===== config.mk =====
export PLATFORM = sky130hd
export DESIGN_NAME = reg_ptr_ai
export DESIGN_NICKNAME = d
export VERILOG_FILES = /design/src/rtl/ptr_ai_pkg.sv /design/src/rtl/ai_window_decode.sv /design/src/rtl/ptr_step.sv /design/src/rtl/reg_ptr_ai.sv
export SDC_FILE = /design/constraint.sdc
export NUM_CORES = 1
export LEC_CHECK = 0
export ABC_AREA = 1
export CAP_MARGIN = 5
export CORE_MARGIN = 5
export CORE_UTILIZATION = 30
export CTS_BUF_LIST = sky130_fd_sc_hd__clkbuf_16
export CTS_CLUSTER_DIAMETER = 40
export CTS_CLUSTER_SIZE = 8
export DETAILED_ROUTE_END_ITERATION = 8
export PLACE_DENSITY = 0.62
export SLEW_MARGIN = 20
export SYNTH_ARGS = -nofsm -noshare
export SYNTH_HDL_FRONTEND = slang
export SYNTH_SLANG_ARGS = --single-unit

===== constraint.sdc =====
create_clock -name clk_i -period 3 [get_ports clk_i]
set_input_delay 0.6 -clock clk_i [delete_from_list [all_inputs] [get_ports clk_i]]
set_output_delay 0.6 -clock clk_i [all_outputs]
set_load 0.05 [all_outputs]

===== src/rtl/ptr_ai_pkg.sv =====
package ptr_ai_pkg;
  localparam int PTR_W    = 5;
  localparam int MODE_W   = 3;
  localparam int CTRL_W   = PTR_W + MODE_W;
  localparam int NUM_REGS = 18;
  localparam int BRT_LO   = 2;
  localparam int BRT_HI   = 9;
  localparam int GRP_LO   = 10;
  localparam int GRP_HI   = 11;

  typedef enum logic [MODE_W-1:0] {
    AI_OFF    = 3'b000,
    AI_ALL    = 3'b100,
    AI_BRT    = 3'b101,
    AI_GRP    = 3'b110,
    AI_BRTGRP = 3'b111
  } ai_mode_e;
endpackage


===== src/rtl/ai_window_decode.sv =====
module ai_window_decode
  import ptr_ai_pkg::*;
#(
  parameter int PW   = PTR_W,
  parameter int LAST = NUM_REGS - 1
) (
  input  logic [MODE_W-1:0] mode_i,
  output logic              inc_en_o,
  output logic [PW-1:0]     win_lo_o,
  output logic [PW-1:0]     win_hi_o
);
  localparam logic [PW-1:0] LastP = PW'(LAST);

  always_comb begin
    inc_en_o = 1'b1;
    win_lo_o = '0;
    win_hi_o = LastP;
    case (mode_i)
      AI_ALL: ;
      AI_BRT: begin
        win_lo_o = PW'(BRT_LO);
        win_hi_o = PW'(BRT_HI);
      end
      AI_GRP: begin
        win_lo_o = PW'(GRP_LO);
        win_hi_o = PW'(GRP_HI);
      end
      AI_BRTGRP: begin
        win_lo_o = PW'(BRT_LO);
        win_hi_o = PW'(GRP_HI);
      end
      default: inc_en_o = 1'b0; // 000 and reserved codes hold
    endcase
  end
endmodule


===== src/rtl/ptr_step.sv =====
module ptr_step #(
  parameter int PW   = 5,
  parameter int LAST = 17
) (
  input  logic [PW-1:0] cur_i,
  input  logic          inc_en_i,
  input  logic [PW-1:0] win_lo_i,
  input  logic [PW-1:0] win_hi_i,
  output logic [PW-1:0] nxt_o
);
  localparam logic [PW-1:0] LastP = PW'(LAST);

  always_comb begin
    if (!inc_en_i)                nxt_o = cur_i;
    else if (cur_i == win_hi_i)   nxt_o = win_lo_i;
    else if (cur_i == LastP)      nxt_o = '0;
    else                          nxt_o = cur_i + 1'b1; // reserved range wraps mod 2^PW
  end
endmodule


===== src/rtl/reg_ptr_ai.sv =====
module reg_ptr_ai
  import ptr_ai_pkg::*;
(
  input  logic              clk_i,
  input  logic              rst_ni,
  input  logic              ctrl_wr_i,
  input  logic [CTRL_W-1:0] ctrl_byte_i,
  input  logic              access_done_i,
  output logic [PTR_W-1:0]  ptr_o,
  output logic [MODE_W-1:0] ai_o,
  output logic              ptr_valid_o
);
  localparam int LAST = NUM_REGS - 1;

  logic [PTR_W-1:0]  ptr_q, ptr_nxt, win_lo, win_hi;
  logic [MODE_W-1:0] ai_q;
  logic              inc_en;

  ai_window_decode #(.PW(PTR_W), .LAST(LAST)) u_dec (
    .mode_i   (ai_q),
    .inc_en_o (inc_en),
    .win_lo_o (win_lo),
    .win_hi_o (win_hi)
  );

  ptr_step #(.PW(PTR_W), .LAST(LAST)) u_step (
    .cur_i    (ptr_q),
    .inc_en_i (inc_en),
    .win_lo_i (win_lo),
    .win_hi_i (win_hi),
    .nxt_o    (ptr_nxt)
  );

  always_ff @(posedge clk_i or negedge rst_ni) begin
    if (!rst_ni) begin
      ptr_q <= '0;
      ai_q  <= '0;
    end else if (ctrl_wr_i) begin
      ptr_q <= ctrl_byte_i[PTR_W-1:0];
      ai_q  <= ctrl_byte_i[CTRL_W-1:PTR_W];
    end else if (access_done_i) begin
      ptr_q <= ptr_nxt;
    end
  end

  assign ptr_o       = ptr_q;
  assign ai_o        = ai_q;
  assign ptr_valid_o = (ptr_q <= PTR_W'(LAST));
endmodule


==> results.yml <==
sta:
  finalSetupViolations: 0
  rsz0062_at_grt: "false"
  fin_worst_skew_ns: 0.0005850
  min_period_ns: 2.538
  period_share_pct: 84.59
  hold_viol: 0
  slew_viol_final: 0
  max_slew_margin_pct: 65.91
  fin_setup_tns_ns: 0
  timing.fmax_mhz: 394.1
  tightest_slew_ns: 0.5098
synth:
  syn_inst: 83
  synth_compound_area_share_pct: 3.913
  synth_top_family_by_area: "simple AND/OR/NAND/NOR gates"
  ys_types: 16
  synthMuxAreaShare_pct: 0
  yosysSeqAreaShare_pct: 34.78
  postSynth.asyncResetShare_pct: 100.0
  netlist_area_um2: 575.6
  yosys_most_used_dff: "dfrtp_1"
  yosysTopAreaCell: "dfrtp_1"
  synth-simple-area-share_pct: 42.61
  synth_xor_area_share_pct: 4.565
  synth_seq_cells: 8
  synth_top_area_share_pct: 34.78
  synth_nets: 97
  synth_fa_ha_area_share_pct: 4.348
  yosysWarnings: 0
  synth_edf_count: 0
  syn_area_per_cell_um2: 6.934
  synth_area_leaders: "dfrtp_1 (35%), nand2_1 (18%), nand3_1 (11%)"
placement:
  dp.cells: 127
  place_hpwl_um: 1229
  gp_congestion: 0.8429
  io_buffers: 20
final_layout:
  multi_input_area_um2: 319.1
  layout_commonest_cell: "nand2_1"
  final_cell_mix: "nand2_1 (27), clkdlybuf4s50_1 (20), nand3_1 (13), inv_1 (9), dfrtp_1 (8)"
  nets: 121
  regArea_um2: 200.2
  fillerInstances: 176
  final_util_pct: 48.84
  drive_gt1_share_pct: 11.43
  syn2layout_area_growth_pct: 51.30
  antenna_cells: 0
  instances_no_fill: 130
detailed_routing:
  routed_wirelength_um: 1473
  drtAntennaViolNets: 0
  wl_per_cell_um: 11.33
  drt-pass1-iter-count: 4
  drt_iter0_drc: 14
  vias_per_cell: 4.638
  drc: 0
  vias: 603
floorplanning:
  die_y_um: 53.80
  pin_count: 21
  rows: 15
  dieWidth_um: 53.80
  die-area_um2: 2894
  start_util_pct: 32.28
  core_um2: 1783
worst_setup_path:
  critPathKind: "reg -> out"
  critPathRequiredTime_ns: 2.40
  reg2reg_slack_ns: 1.67
  critPathArrivalTime_ns: 1.94
  rr_endpoint: "ptr_o[0]"
  r2r-start: "ptr_o[1]"
  crit_fanout: 6
  crit_start: "ptr_o[1]"
  r2r_cells: 7
  endpoint: "ptr_valid_o"
  worst_setup_path_start_kind: "register"
  critPathCaptureType: "output port"
min_path:
  holdCritPathClass: "reg -> reg"
  whs_path_depth: 2
global_routing:
  grt_pass1_wl_um: 2346
  grt_max_degree: 10
  grt_overflow: 0
  grt_antenna_before_repair: 0
  grt_pass1_vias: 557
  grt_use_total_pct: 11.18
clocking:
  root_buffer: "clkbuf_16"
  cts_tree: "yes"
  post_cts_resized: 0
  cts_setup_buffers: 0
  path_clk_slew_ns: 0.04
  numCtsBuffers: 3
  hold_buffers: 0
  worst_skew_pair.late_latency_ns: 0.23
  cts.sinks: 8
  clockBufferDepth: 2
  h-tree-depth: 1
run_status:
  outcome: "complete, no violations"
power:
  peakVddDrop_uv: 276.3
  cellPowerDensity_nw_per_um2: 689.7
  power_leakage_nw: 0.4310
flow_run:
  max_cap_viol_count: 0
==> kinds of logic after synthesis <==
group           count (synthesis)
simple gates                   53
buf+inv                        13
flops                           8
compound gates                  4
xor+xnor                        3
fa+ha+maj                       2
==> where the power goes <==
| part | internal (mW) | switching (mW) | leakage, nW |
|---|---|---|---|
| Clock | 0.172 | 0.0505 | 0.0370 |
| Sequential | 0.125 | 0.0266 | 0.0957 |
| Combinational | 0.0839 | 0.143 | 0.298 |
==> stage by stage <==
step	hold WS, ns	instance area, µm²	power [mW]	setup WS [ns]
2_1_floorplan	0.3044	575.6	0.3046	0.8858
3_3_place_gp	0.5463	795.8	0.3787	0.7568
3_5_place_dp	0.5631	795.8	0.3812	0.7070
4_1_cts	0.5821	870.8	0.6067	0.4580
5_1_grt	0.5944	870.8	0.6340	0.3631
6_report	0.5698	870.8	0.6006	0.4623
==> worst max-delay path, cell delays in order, from the launching register on <==
cell,delay (ns)
dfrtp_1,0.43
inv_1,0.12
ha_1,0.15
nand3_1,0.11
nand3_1,0.10
clkdlybuf4s50_1,0.80
==> how the worst min path moves through the flow <==
| stage | slack (ns) | to | startpoint |
|---|---|---|---|
| 6_report | 0.57 | ai_o[0] | ai_o[0] |
| 5_1_grt | 0.59 | ai_o[0] | ai_o[0] |
| 4_1_cts | 0.58 | ai_o[0] | ai_o[0] |
| 3_5_place_dp | 0.56 | ai_o[1] | ai_o[1] |
| 3_3_place_gp | 0.55 | ai_o[0] | ai_o[0] |
| 2_1_floorplan | 0.30 | ai_o[0] | rst_ni |
==> synth_stat cells (2+ instances only) <==
master	instances
xor2_1	3
inv_1	9
nand2_2	4
inv_2	3
nand4_1	3
nor2_1	3
nand3_1	13
nand2_1	27
ha_1	2
dfrtp_1	8
o21ai_0	3
==> sequential cells by signal (all words and copies together) (netlist names) <==
name   flops
ptr_o      5
ai_o       3
==> area by class of cell <==
| class | instances | area share (%) |
|---|---|---|
| sequential | 8 | 22.99 |
| multi-input combinational | 62 | 36.64 |
| inverter | 12 | 5.172 |
| tap | 25 | 3.592 |
| timing repair buffer | 20 | 22.99 |
| clock buffer | 3 | 8.621 |
==> layer usage <==
metal / track usage [%] / part of all wire (%) / vias up
li1: - / - / 314
met1: 13.09 / 44 / 275
met2: 18.95 / 51 / 11
met3: 1.939 / 3.5 / 3
met4: 6.383 / 1.6 / 0
met5: 0 / 0 / -
Note: power is estimated with default switching activity, not from simulation.
